`src/rtl/uwm_pkg.sv`:
```
// Package: shared operation encoding for the unaligned word merge unit.
// Assumes bit 1 of the code separates loads (0) from stores (1).
package uwm_pkg;
    typedef enum logic [1:0] {
        OP_LOAD_LEFT   = 2'b00,
        OP_LOAD_RIGHT  = 2'b01,
        OP_STORE_LEFT  = 2'b10,
        OP_STORE_RIGHT = 2'b11
    } uwm_op_e;
endpackage

```
`src/rtl/uwm_load_merge.sv`:
```
// Module: uwm_load_merge
// Combinational byte-lane merge for the load-left and load-right operations.
// Each result lane takes either a rotated memory byte or the register's own byte,
// depending on the byte offset. Assumes DATA_W is a power-of-two multiple of 8.
module uwm_load_merge #(
    parameter int DATA_W = 32,
    parameter int BYTES  = DATA_W / 8,
    parameter int LB     = $clog2(BYTES)
) (
    input  logic [LB-1:0]     offset,
    input  logic              right,
    input  logic [DATA_W-1:0] mem_word,
    input  logic [DATA_W-1:0] reg_word,
    output logic [DATA_W-1:0] merged
);
    for (genvar i = 0; i < BYTES; i++) begin : g_lane
        logic [LB-1:0] left_src;
        logic [LB-1:0] right_src;
        logic          left_take_mem;
        logic          right_take_mem;

        // Compute the memory lane feeding this result lane for each direction.
        always_comb begin
            left_src       = LB'(i + int'(offset) + 1);
            right_src      = LB'(i + int'(offset));
            left_take_mem  = (i + int'(offset)) >= (BYTES - 1);
            right_take_mem = (i + int'(offset)) <= (BYTES - 1);
        end

        // Pick the memory byte or keep the register byte for this lane.
        always_comb begin
            if (right) begin
                merged[i*8 +: 8] = right_take_mem ? mem_word[int'(right_src)*8 +: 8]
                                                  : reg_word[i*8 +: 8];
            end else begin
                merged[i*8 +: 8] = left_take_mem ? mem_word[int'(left_src)*8 +: 8]
                                                 : reg_word[i*8 +: 8];
            end
        end
    end
endmodule

```
`src/rtl/uwm_store_merge.sv`:
```
// Module: uwm_store_merge
// Combinational byte-lane merge for the store-left and store-right operations.
// Each lane of the new memory word takes a rotated register byte or keeps the
// old memory byte, depending on the byte offset. Assumes DATA_W = 8 * 2^n.
module uwm_store_merge #(
    parameter int DATA_W = 32,
    parameter int BYTES  = DATA_W / 8,
    parameter int LB     = $clog2(BYTES)
) (
    input  logic [LB-1:0]     offset,
    input  logic              right,
    input  logic [DATA_W-1:0] mem_word,
    input  logic [DATA_W-1:0] reg_word,
    output logic [DATA_W-1:0] merged
);
    for (genvar i = 0; i < BYTES; i++) begin : g_lane
        logic [LB-1:0] left_src;
        logic [LB-1:0] right_src;
        logic          left_take_reg;
        logic          right_take_reg;

        // Compute the register lane feeding this memory lane for each direction.
        always_comb begin
            left_src       = LB'(i - int'(offset) - 1);
            right_src      = LB'(i - int'(offset));
            left_take_reg  = i <= int'(offset);
            right_take_reg = i >= int'(offset);
        end

        // Pick the register byte or keep the old memory byte for this lane.
        always_comb begin
            if (right) begin
                merged[i*8 +: 8] = right_take_reg ? reg_word[int'(right_src)*8 +: 8]
                                                  : mem_word[i*8 +: 8];
            end else begin
                merged[i*8 +: 8] = left_take_reg ? reg_word[int'(left_src)*8 +: 8]
                                                 : mem_word[i*8 +: 8];
            end
        end
    end
endmodule

```
`src/rtl/uwm_out_reg.sv`:
```
// Module: uwm_out_reg
// Output stage: captures the merged word, aligned address and kind on a valid
// input and raises a one-cycle strobe. Holds the data while the input is idle.
module uwm_out_reg #(
    parameter int DATA_W = 32,
    parameter int ADDR_W = 32
) (
    input  logic              clk,
    input  logic              rst_n,
    input  logic              load_en,
    input  logic [DATA_W-1:0] data_d,
    input  logic [ADDR_W-1:0] addr_d,
    input  logic              store_d,
    output logic              valid_q,
    output logic [DATA_W-1:0] data_q,
    output logic [ADDR_W-1:0] addr_q,
    output logic              store_q
);
    // Strobe follows the input valid by one cycle.
    always_ff @(posedge clk) begin
        if (!rst_n) valid_q <= 1'b0;
        else        valid_q <= load_en;
    end

    // Payload loads only on a valid input and holds otherwise.
    always_ff @(posedge clk) begin
        if (!rst_n) begin
            data_q  <= '0;
            addr_q  <= '0;
            store_q <= 1'b0;
        end else if (load_en) begin
            data_q  <= data_d;
            addr_q  <= addr_d;
            store_q <= store_d;
        end
    end

    // strobe appears after a valid input.
    a_r2_strobe_follows: assert property (@(posedge clk) disable iff (!rst_n)
        load_en |=> valid_q);
    // no strobe without a valid input.
    a_r2_no_spurious: assert property (@(posedge clk) disable iff (!rst_n)
        !load_en |=> !valid_q);
    // payload holds across idle cycles.
    a_r9_hold: assert property (@(posedge clk) disable iff (!rst_n)
        !load_en |=> ($stable(data_q) && $stable(addr_q) && $stable(store_q)));
endmodule

```
`src/rtl/uwm_unit.sv`:
```
// Module: uwm_unit (top)
// Byte merging for the four partial-word load and store operations. Picks the
// load or store merge by operation, aligns the address and registers the result.
// Assumes the register operand is the true current register contents.
module uwm_unit
    import uwm_pkg::*;
#(
    parameter int DATA_W = 32,
    parameter int ADDR_W = 32
) (
    input  logic              clk,
    input  logic              rst_n,
    input  logic              in_valid,
    input  logic [1:0]        in_op,
    input  logic [ADDR_W-1:0] in_addr,
    input  logic [DATA_W-1:0] in_mem,
    input  logic [DATA_W-1:0] in_reg,
    output logic              out_valid,
    output logic              out_is_store,
    output logic [DATA_W-1:0] out_data,
    output logic [ADDR_W-1:0] out_addr
);
    localparam int BYTES = DATA_W / 8;
    localparam int LB    = $clog2(BYTES);

    logic [LB-1:0]     offset;
    logic [DATA_W-1:0] load_word;
    logic [DATA_W-1:0] store_word;
    logic [DATA_W-1:0] next_word;
    logic [ADDR_W-1:0] aligned_addr;
    logic              is_store;
    logic              is_right;

    // Decode the operation and split the address into word and byte offset.
    always_comb begin
        offset       = in_addr[LB-1:0];
        aligned_addr = {in_addr[ADDR_W-1:LB], {LB{1'b0}}};
        is_store     = in_op[1];
        is_right     = in_op[0];
    end

    uwm_load_merge #(.DATA_W(DATA_W)) u_load (
        .offset  (offset),
        .right   (is_right),
        .mem_word(in_mem),
        .reg_word(in_reg),
        .merged  (load_word)
    );

    uwm_store_merge #(.DATA_W(DATA_W)) u_store (
        .offset  (offset),
        .right   (is_right),
        .mem_word(in_mem),
        .reg_word(in_reg),
        .merged  (store_word)
    );

    // Choose the merge path that matches the operation kind.
    always_comb begin
        next_word = is_store ? store_word : load_word;
    end

    uwm_out_reg #(.DATA_W(DATA_W), .ADDR_W(ADDR_W)) u_out (
        .clk    (clk),
        .rst_n  (rst_n),
        .load_en(in_valid),
        .data_d (next_word),
        .addr_d (aligned_addr),
        .store_d(is_store),
        .valid_q(out_valid),
        .data_q (out_data),
        .addr_q (out_addr),
        .store_q(out_is_store)
    );

    // output address is the input word address with the low bits cleared.
    a_r3_aligned: assert property (@(posedge clk) disable iff (!rst_n)
        in_valid |=> (out_addr[LB-1:0] == '0 &&
                      out_addr[ADDR_W-1:LB] == $past(in_addr[ADDR_W-1:LB])));
    // kind flag follows the store bit of the operation.
    a_r8_kind: assert property (@(posedge clk) disable iff (!rst_n)
        in_valid |=> (out_is_store == $past(in_op[1])));
    // load-right at offset zero returns the memory word.
    a_r10_lr_whole: assert property (@(posedge clk) disable iff (!rst_n)
        (in_valid && in_op == OP_LOAD_RIGHT && in_addr[LB-1:0] == '0)
        |=> (out_data == $past(in_mem)));
    // store-right at offset zero writes the register word.
    a_r10_sr_whole: assert property (@(posedge clk) disable iff (!rst_n)
        (in_valid && in_op == OP_STORE_RIGHT && in_addr[LB-1:0] == '0)
        |=> (out_data == $past(in_reg)));
    // load-left at the top offset returns the memory word.
    a_r10_ll_whole: assert property (@(posedge clk) disable iff (!rst_n)
        (in_valid && in_op == OP_LOAD_LEFT && in_addr[LB-1:0] == LB'(BYTES - 1))
        |=> (out_data == $past(in_mem)));
endmodule

```
`config.mk`:
```
export PLATFORM = sky130hd
export DESIGN_NAME = uwm_unit
export DESIGN_NICKNAME = d
export VERILOG_FILES = /design/src/rtl/uwm_pkg.sv /design/src/rtl/uwm_load_merge.sv /design/src/rtl/uwm_store_merge.sv /design/src/rtl/uwm_out_reg.sv /design/src/rtl/uwm_unit.sv
export SDC_FILE = /design/constraint.sdc
export NUM_CORES = 1
export LEC_CHECK = 0
export ABC_AREA = 1
export BUFFER_PORTS_ARGS = -buffer_cell sky130_fd_sc_hd__buf_2
export CAP_MARGIN = 20
export CORE_MARGIN = 2
export CORE_UTILIZATION = 59
export CTS_CLUSTER_SIZE = 28
export DETAILED_ROUTE_END_ITERATION = 10
export PLACE_DENSITY = 0.93
export SLEW_MARGIN = 30
export SYNTH_ARGS = -nofsm -noshare
export SYNTH_HDL_FRONTEND = slang
export SYNTH_SLANG_ARGS = --single-unit
```
`constraint.sdc`:
```
create_clock -name clk -period 3.5 [get_ports clk]
set_input_delay 0.35 -clock clk [delete_from_list [all_inputs] [get_ports clk]]
set_output_delay 0.35 -clock clk [all_outputs]
set_load 0.05 [all_outputs]
```
* Word level (Yosys, flattened, before mapping)
Index checks and enable logic that the tools add are counted.
** Storage, ports and cells
- Register bits after elaboration :: 64
- Input bits :: 101
- Output and inout port bits :: 66
** Cells by class
- Add/sub/neg operators :: 14
- Order comparisons :: 14
- Shift-type cells :: 15
- Muxes and demuxes :: 23
** Operator list (number)
- $shiftx 32x6->8 :: 15
- $mux 8 :: 22
- $mux 32 :: 1
- $ge 3x2->1 const B :: 3
- $le 3x2->1 const B :: 3
- $sub 2x2->2 const B :: 4
- $add 2x2->2 const B :: 3
- $add 2x2->3 const A :: 2
- $ge 1x2->1 const A :: 2
- $le 2x2->1 const A :: 2
- $sub 1x2->2 const A :: 2
- $sub 2x2->2 const A :: 2
- $add 2x1->3 const B :: 1
- $ge 2x2->1 const A :: 1
- $ge 2x2->1 const B :: 1
- $le 1x2->1 const A :: 1
- $le 2x2->1 const B :: 1

* Longest topological paths before layout
Gate-level depths: netlist of the first run.
- Word-level depth :: 6
- Mapped depth :: 16
- Gate-level depth less buffers :: 12

* Modules after synthesis
From an unflattened synthesis of the first run, not the netlist that was laid out.
** Second synthesis, totals
- Cell total of the unflattened synthesis :: 1412
- Area total of the unflattened synthesis :: 7298.2 µm²
** By module, submodules not included
- uwm_out_reg :: times used 1, cells each 415, area an instance 2706.3 µm²
- uwm_load_merge :: times used 1, cells each 450, area an instance 2059.5 µm²
- uwm_store_merge :: times used 1, cells each 442, area an instance 2037.0 µm²
- uwm_unit :: times used 1, cells each 105, area an instance 495.5 µm²

* Worst setup path before layout of the first run
Ideal clock, no wire load.
- Path kind :: input to register
- From :: input in_addr[1]
- To :: register u_out.data_q[3]
- Library setup time :: 115 ps
- Arrival :: 2118 ps
- Required time :: 3385 ps
- Slack :: 1267 ps
- Stages on the path :: 13
- Buffers on the path :: 3
- Cells stage by stage :: clkinv_1 -> clkbuf_1 -> ha_1 -> buf_2 -> inv_2 -> clkbuf_1 -> nand3_1 -> nand2_1 -> nand2_1 -> nand2_1 -> a21oi_1 -> o21ai_0 -> inv_1
** On the way
- Cells in the longest elaborated chain, start to end :: 5
- Elaborated cells on any way between the ends :: 16
** RTL lines
- start, declared :: RTL line uwm_unit.sv:15 : input logic [ADDR_W-1:0] in_addr,
- $sub 1x2->2 or $add 2x1->3 (tied branches) :: RTL line uwm_store_merge.sv:24, uwm_store_merge.sv:25, uwm_load_merge.sv:24
- $sub 2x2->2 (tied with other cells) :: RTL line uwm_store_merge.sv:24 : left_src = LB'(i - int'(offset) - 1);
- $shiftx 32x6->8 (tied with other cells) :: RTL line uwm_store_merge.sv:36 : merged[i*8 +: 8] = left_take_reg ? reg_word[int'(left_src)*8 +: 8]
- $mux 8 (on tied branches) :: RTL line uwm_store_merge.sv:32, uwm_load_merge.sv:32
- $mux 32 * :: RTL line uwm_unit.sv:60 : next_word = is_store ? store_word : load_word;
- end signal, assigned :: RTL line uwm_out_reg.sv:32 : data_q <= data_d;
- end, declared :: RTL line uwm_out_reg.sv:15 : output logic [DATA_W-1:0] data_q,
Mark *: on every way between the ends. The rest lies on a longest branch, timed or not.
A chain may end at the register's enable or synchronous reset.

* Worst setup path in the final report of the first run
- From :: input in_addr[0]
- To :: register u_out.data_q[10]
** On the way
- Cells in the longest elaborated chain, start to end :: 6
- Elaborated cells on any way between the ends :: 19
** RTL lines (RTL line)
- $add 2x1->3 or $sub 1x2->2 (tied branches)
- $add 2x2->2 or $sub 2x2->2 (tied branches) :: uwm_load_merge.sv:24, uwm_store_merge.sv:24
- $shiftx 32x6->8 (on tied branches) :: uwm_load_merge.sv:36, uwm_store_merge.sv:36
- $mux 8 (on tied branches) :: uwm_load_merge.sv:36, uwm_store_merge.sv:36
- $mux 8 (on tied branches) :: uwm_load_merge.sv:32, uwm_store_merge.sv:32
- $mux 32 * :: uwm_unit.sv:60
Marked as above.

==> results of run 1 <==
## where the power goes
part	total (mW)	internal, mW	switching, mW	leakage (nW)
registers	0.812	0.784	0.0273	0.530
clock network	0.643	0.366	0.277	0.103
logic	1.17	0.315	0.858	3.81
## layout make-up
type / count / share of cell area
Sequential cell: 64 / 0.173
Clock buffer: 13 / 0.0214
Inverter: 103 / 0.0521
Multi-Input combinational cell: 1029 / 0.592
Timing Repair Buffer: 184 / 0.133
Clock inverter: 3 / 0.00540
Tap cell: 140 / 0.0236
Antenna cell: 1 / 0.000337
## state kept, by name, indices dropped and copies added, names as in the netlist
register	cells
u_out.data_q	32
u_out.store_q	1
u_out.addr_q	30
u_out.valid_q	1
## per-stage QoR
stage	cells	hold slack, ps	area, um2	worst slack (ps)
2_1_floorplan	1279	485	6460	1270
5_1_grt	1536	217	7420	892
3_5_place_dp	1520	478	7220	774
4_1_cts	1536	218	7420	1130
6_report	1537	230	7420	983
3_3_place_gp	1520	470	7220	845
## synthesized netlist by cell type, types with 4 or more instances
master and number:
nand2_1 620, ha_1 8, inv_1 97, buf_1 14
buf_2 35, nand3_1 165, nor2_1 63, buf_4 6
clkinv_1 4, o21ai_0 49, a21oi_1 103, clkbuf_1 25
dfxtp_1 64, a21boi_0 10
## cell families (layout without fill, tap and decap cells)
| family | Yosys count | after routing | share of synthesized area |
|---|---|---|---|
| simple gates | 850 | 850 | 0.527 |
| flops | 64 | 64 | 0.198 |
| other cells | 1 | 3 | 0.000581 |
| fa+ha+maj | 8 | 8 | 0.0155 |
| buf+inv | 186 | 303 | 0.122 |
| compound gates | 169 | 169 | 0.137 |
## per-layer routing
layer  share of wire  up-vias
met4           0.093        0
li1                -     4243
met2            0.44      697
met3            0.13      183
met1            0.34     3970
met5               0        -
## worst reg2reg max path, cell delays in order (launching register included)
cell and delay [ps]:
dfxtp_1 340, nand2_1 80, a21boi_0 190, a21oi_1 80
## worst min path at each step
stage / from / endpoint / slack [ps] / cells after the start
global placement: u_out.addr_q[22]$_SDFFE_PN0P_ / u_out.addr_q[22]$_SDFFE_PN0P_ / 470 / 2
detailed placement: u_out.addr_q[20]$_SDFFE_PN0P_ / u_out.addr_q[20]$_SDFFE_PN0P_ / 480 / 2
global route: in_addr[23] / u_out.addr_q[23]$_SDFFE_PN0P_ / 220 / 3
floorplan: in_addr[2] / u_out.addr_q[2]$_SDFFE_PN0P_ / 480 / 2
finish: in_addr[2] / u_out.addr_q[2]$_SDFFE_PN0P_ / 230 / 3
CTS: in_addr[14] / u_out.addr_q[14]$_SDFFE_PN0P_ / 220 / 3
==> flow_summary.ini, run 1 <==
[sta]
fmax_ghz = 0.397
fin_skew_ps = 0
period_needed_ps = 2520
setup_tns_ps = 0
rsz0062_at_grt = false
final_hold_viol_count = 0
final_max_slew_viol_count = 0
layout_worst_path_cycle_share = 0.719
relSlewSlack = 0.475
worst_slew_pin_slew_ps = 788
setup_viol = 0

[yosys]
synth-seq-cells = 64
synth_top_flop_cell = dfxtp_1
syn-cell-area_um2 = 6460
synth_top_cell_by_area = nand2_1
synth_top_area_share = 0.360
synth-async-reset-ratio = 0
ys_types = 21
ys_seq_area_frac = 0.198
yosys_warnings = 0
synth_cells = 1278
synth_edf_count = 0
syn_area_per_cell_um2 = 5.05
synth_area_leaders = nand2_1 (36%), dfxtp_1 (20%), nand3_1 (13%)

[grt]
grt_max_degree = 72
grt_pass1_wl_mm = 40.9
grt_pass1_vias = 8043
grt_util_met1 = 0.516
grt-busiest-layer = met2
overflow = 0
use_met2 = 0.694
antenna_found_initial = 1
use_met3 = 0.134
grt_util_all_layers = 0.452

[pwr]
power_leakage_nw = 4.44
p_total_mw = 2.63
peakVddDrop_uv = 339
power_density_nw_per_um2 = 354

[floorplan]
die_height_um = 109
boundaryPins = 167
die-area_um2 = 11800
initial_core_util = 0.601
fp.coreArea_um2 = 10700
die_x_um = 109
rows = 38

[route]
vias = 9093
routedWlPerCell_um = 17.3
drtAntennaViolNets = 0
wl_mm = 26.5
drc = 0
viasPerCell = 5.92
drt-initial-drc-count = 1180
drtPass1Iterations = 9

[final_layout]
seq_area_um2 = 1280
multiInputGateArea_um2 = 4390
area_growth_pct = 14.9
nets = 1500
post-route-util = 0.691
mostFrequentLayoutCells = nand2_1 (620), nand3_1 (165), buf_2 (164)
drive_gt1_frac = 0.145
fillers = 1067
final_common_cell = nand2_1

[setup_path]
start_kind = input port
max_stage_delay_ps = 520
worst-path-stages = 12
worst-path-max-fanout = 71
crit_start = in_addr[0]
cp-end-kind = flip-flop
r2r_start = u_out.data_q[17]$_SDFFE_PN0P_
r2r_slack_ps = 2680
cp_slowest_cell = nor2_1
worstSetupEndpoint = u_out.data_q[10]$_SDFFE_PN0P_
path_class = in2reg
reg2regPathDepth = 3
path_delay_family = buffers and inverters
critPathRequiredTime_ps = 3710
critPathArrivalTime_ps = 2720
critPathBufInv = 4
crit_path_frequent_cell = nand2_1
reg2reg_to = u_out.data_q[17]$_SDFFE_PN0P_
worstPathCellList = buf_2 -> buf_4 -> ha_1 -> buf_4 -> nor2_1 -> inv_1 -> nand3_1 -> nand2_1 -> nand2_1 -> nand2_1 -> nand2_1 -> a21oi_1

[clock_network]
clk_pin_slew_ps = 70
postCtsSetupBuffers = 0
htreeDepth = 3
cts.path.max_buffers = 2
ctsResizeCount = 0
cts_tree = done
clock-sinks = 64
cts_made_buffers = 9
ctsRootBufferMaster = clkbuf_8
clk_latency_ps = 340
cts-hold-fix-buffers = 0

[placed_design]
dp_hpwl_mm = 18.2
place.gp.congestion = 0.995
numPortBuffers = 164

[job]
cap_violations = 0

[run_status]
status = finished clean

[worst_hold_path]
hp-class = in2reg
(Power assumes the default switching activity.)
==> run 2, diff against run 1 <==
--- a/config.mk
+++ b/config.mk
@@ -5,14 +5,14 @@
 export SDC_FILE = /design/constraint.sdc
 export NUM_CORES = 1
 export LEC_CHECK = 0
-export ABC_AREA = 1
+export ABC_AREA = 0
 export BUFFER_PORTS_ARGS = -buffer_cell sky130_fd_sc_hd__buf_2
 export CAP_MARGIN = 20
 export CORE_MARGIN = 2
-export CORE_UTILIZATION = 59
+export CORE_UTILIZATION = 50
 export CTS_CLUSTER_SIZE = 28
 export DETAILED_ROUTE_END_ITERATION = 10
-export PLACE_DENSITY = 0.93
+export PLACE_DENSITY = 0.83
 export SLEW_MARGIN = 30
 export SYNTH_ARGS = -nofsm -noshare
 export SYNTH_HDL_FRONTEND = slang
==> constraint.sdc (replaced) <==
create_clock -name clk -period 2.3 [get_ports clk]
set_input_delay 0.23 -clock clk [delete_from_list [all_inputs] [get_ports clk]]
set_output_delay 0.23 -clock clk [all_outputs]
set_load 0.05 [all_outputs]
==> run 2 against run 1 <==
Against the previous run:
- core utilization fell by 6.4 points
- via count down 22%
- routed wire length decreased by 13%
- sequential share of layout area down 1.9 points
- critical path type unchanged
- critical path depth fell by 4
- total power rose by 67%
- die area grew 25%
- sequential power up 54%
- combinational power is 57% higher
- design area up 13%
- worst setup slack got worse by 740 ps
- area after synthesis is 7.0% higher
- largest power group unchanged
==> flow_summary.ini, run 2 <==
[run_status]
status = finished clean

[setup_path]
worst-path-stages = 8
reg2regPathDepth = 4
critPathRequiredTime_ps = 2590
start_kind = input port
cp_slowest_cell = inv_1
max_stage_delay_ps = 600
worstPathCellList = buf_6 -> buf_12 -> buf_12 -> ha_1 -> inv_1 -> a21oi_1 -> a211oi_1 -> o31a_1
reg2reg_to = u_out.data_q[19]$_SDFFE_PN0P_
critPathArrivalTime_ps = 2350
crit_path_frequent_cell = buf_12
cp-end-kind = flip-flop
worstSetupEndpoint = u_out.data_q[1]$_SDFFE_PN0P_
path_delay_family = buffers and inverters
critPathBufInv = 4
crit_start = in_addr[0]
r2r_slack_ps = 850
path_class = in2reg
r2r_start = u_out.data_q[19]$_SDFFE_PN0P_
worst-path-max-fanout = 31

[grt]
antenna_found_initial = 1
grt_pass1_vias = 6605
overflow = 0
grt_util_all_layers = 0.312
grt_pass1_wl_mm = 35.6
grt_max_degree = 49

[sta]
fmax_ghz = 0.485
relSlewSlack = 0.457
final_max_slew_viol_count = 0
holdWs_ps = 123
rsz0062_at_grt = false
layout_worst_path_cycle_share = 0.896
final_hold_viol_count = 0
setup_viol = 0
fin_skew_ps = 0
period_needed_ps = 2060
worst_slew_pin_slew_ps = 813

[yosys]
synth-async-reset-ratio = 0
synth_commonest_cells = mux2i_1 (79), mux4_2 (77), dfxtp_1 (64)
synth_top_area_share = 0.251
synth_area_leaders = mux4_2 (25%), dfxtp_1 (19%), mux2i_1 (11%)
syn-cell-area_um2 = 6910
synth_top_flop_cell = dfxtp_1
ys_types = 50
syn_area_per_cell_um2 = 9.82
synth_edf_count = 0
synth-seq-cells = 64
yosys_warnings = 0
ys_seq_area_frac = 0.186
yosysMostFrequentCell = mux2i_1
synth_top_cell_by_area = mux4_2
synth_cells = 703

[pwr]
power_leakage_nw = 3.54
power_density_nw_per_um2 = 525
p_total_mw = 4.40
peakVddDrop_uv = 382

[clock_network]
htreeDepth = 3
clock-sinks = 64
ctsRootBufferMaster = clkbuf_16
ctsResizeCount = 0
clk_latency_ps = 340
cts_tree = done
postCtsSetupBuffers = 0
cts_made_buffers = 9
cts-hold-fix-buffers = 0
cts.path.max_buffers = 2
clk_pin_slew_ps = 50

[route]
routedWlPerCell_um = 22.2
wl_mm = 23.0
drtPass1Iterations = 6
vias = 7129
drtAntennaViolNets = 0
drt-initial-drc-count = 897
viasPerCell = 6.88
drc = 0

[floorplan]
die-area_um2 = 14800
initial_core_util = 0.517
fp.coreArea_um2 = 13300
die_height_um = 122
boundaryPins = 167
die_x_um = 122
rows = 42

[final_layout]
largest_reg_flops = 32
final_common_cell = buf_2
multiInputGateArea_um2 = 5270
nets = 964
n_antenna_cell = 0
area_growth_pct = 21.1
fillers = 1082
post-route-util = 0.627
top_register = u_out.data_q
reg_top3 = u_out.data_q: 32 flops, u_out.addr_q: 30 flops
seq_area_um2 = 1280
mostFrequentLayoutCells = buf_2 (163), mux2i_1 (79), mux4_2 (77)
drive_gt1_frac = 0.405

[placed_design]
place.gp.congestion = 0.972
dp_hpwl_mm = 16.0
numPortBuffers = 164

[worst_hold_path]
hp-start = in_addr[9]
hp-class = in2reg

[job]
cap_violations = 0
## run 2: cell types whose count changed in the layout (fill, tap and decap cells not counted), sizes merged, moves of 56 or more
cell | previous run | this run
mux4 | 0 | 77
a21oi | 103 | 47
nand3 | 165 | 2
nand2 | 620 | 33
mux2i | 0 | 79
inv | 99 | 12
## run 2: final cells by class
class,count,share of cell area
well taps,176,0.0263
clock buffers,10,0.0286
flip-flops and latches,64,0.153
multi-input cells,556,0.629
inverters,12,0.00643
clock inverters,6,0.00523
repair buffers,212,0.151
## run 2: report_power, final
group / switching (mW) / total, mW / leakage [nW] / internal, mW
Sequential: 0.0501 / 1.25 / 0.529 / 1.20
Combinational: 1.08 / 1.84 / 2.87 / 0.752
Clock: 0.553 / 1.31 / 0.139 / 0.762
Total: 1.69 / 4.40 / 3.54 / 2.71
## run 2: how the worst min path moves through the flow
stage | end | slack [ps] | cells past startpoint
after floorplan | u_out.addr_q[10]$_SDFFE_PN0P_ | 380 | 2
after global placement | u_out.addr_q[6]$_SDFFE_PN0P_ | 460 | 3
after detailed placement | u_out.addr_q[7]$_SDFFE_PN0P_ | 480 | 3
after CTS | u_out.addr_q[9]$_SDFFE_PN0P_ | 120 | 3
after global routing | u_out.addr_q[9]$_SDFFE_PN0P_ | 130 | 3
final | u_out.addr_q[9]$_SDFFE_PN0P_ | 120 | 3
## run 2: layer usage
layer  global-route usage  share of wire
met1                0.404           0.37
met4                0.156          0.045
met3               0.0740           0.14
met2                0.491           0.45
met5                    0        0.00030
## run 2: per-stage QoR
step	cell area [um2]	instances	TNS [ps]	worst slack, ps
6_report	8370	1036	0	240
2_1_floorplan	7080	704	-4660	-208
4_1_cts	8370	1036	0	269
5_1_grt	8370	1036	0	164
3_5_place_dp	8080	1020	-139	-100
3_3_place_gp	8080	1020	-30.0	-30.0
## run 2: kinds of logic after synthesis
group,count (synthesis),share of synthesized area
fa+ha+maj,8,0.0145
mux,178,0.402
simple gates,160,0.120
other cells,1,0.000543
compound gates,208,0.215
buf+inv,84,0.0632
flops,64,0.186
## run 2: worst register-to-register path: cells and delay by family, from the launching register on
kind | cells | cell delay (ps)
AOI/OAI and AO/OA | 3 | 810
DFF | 1 | 350
and+or+nand+nor | 1 | 180
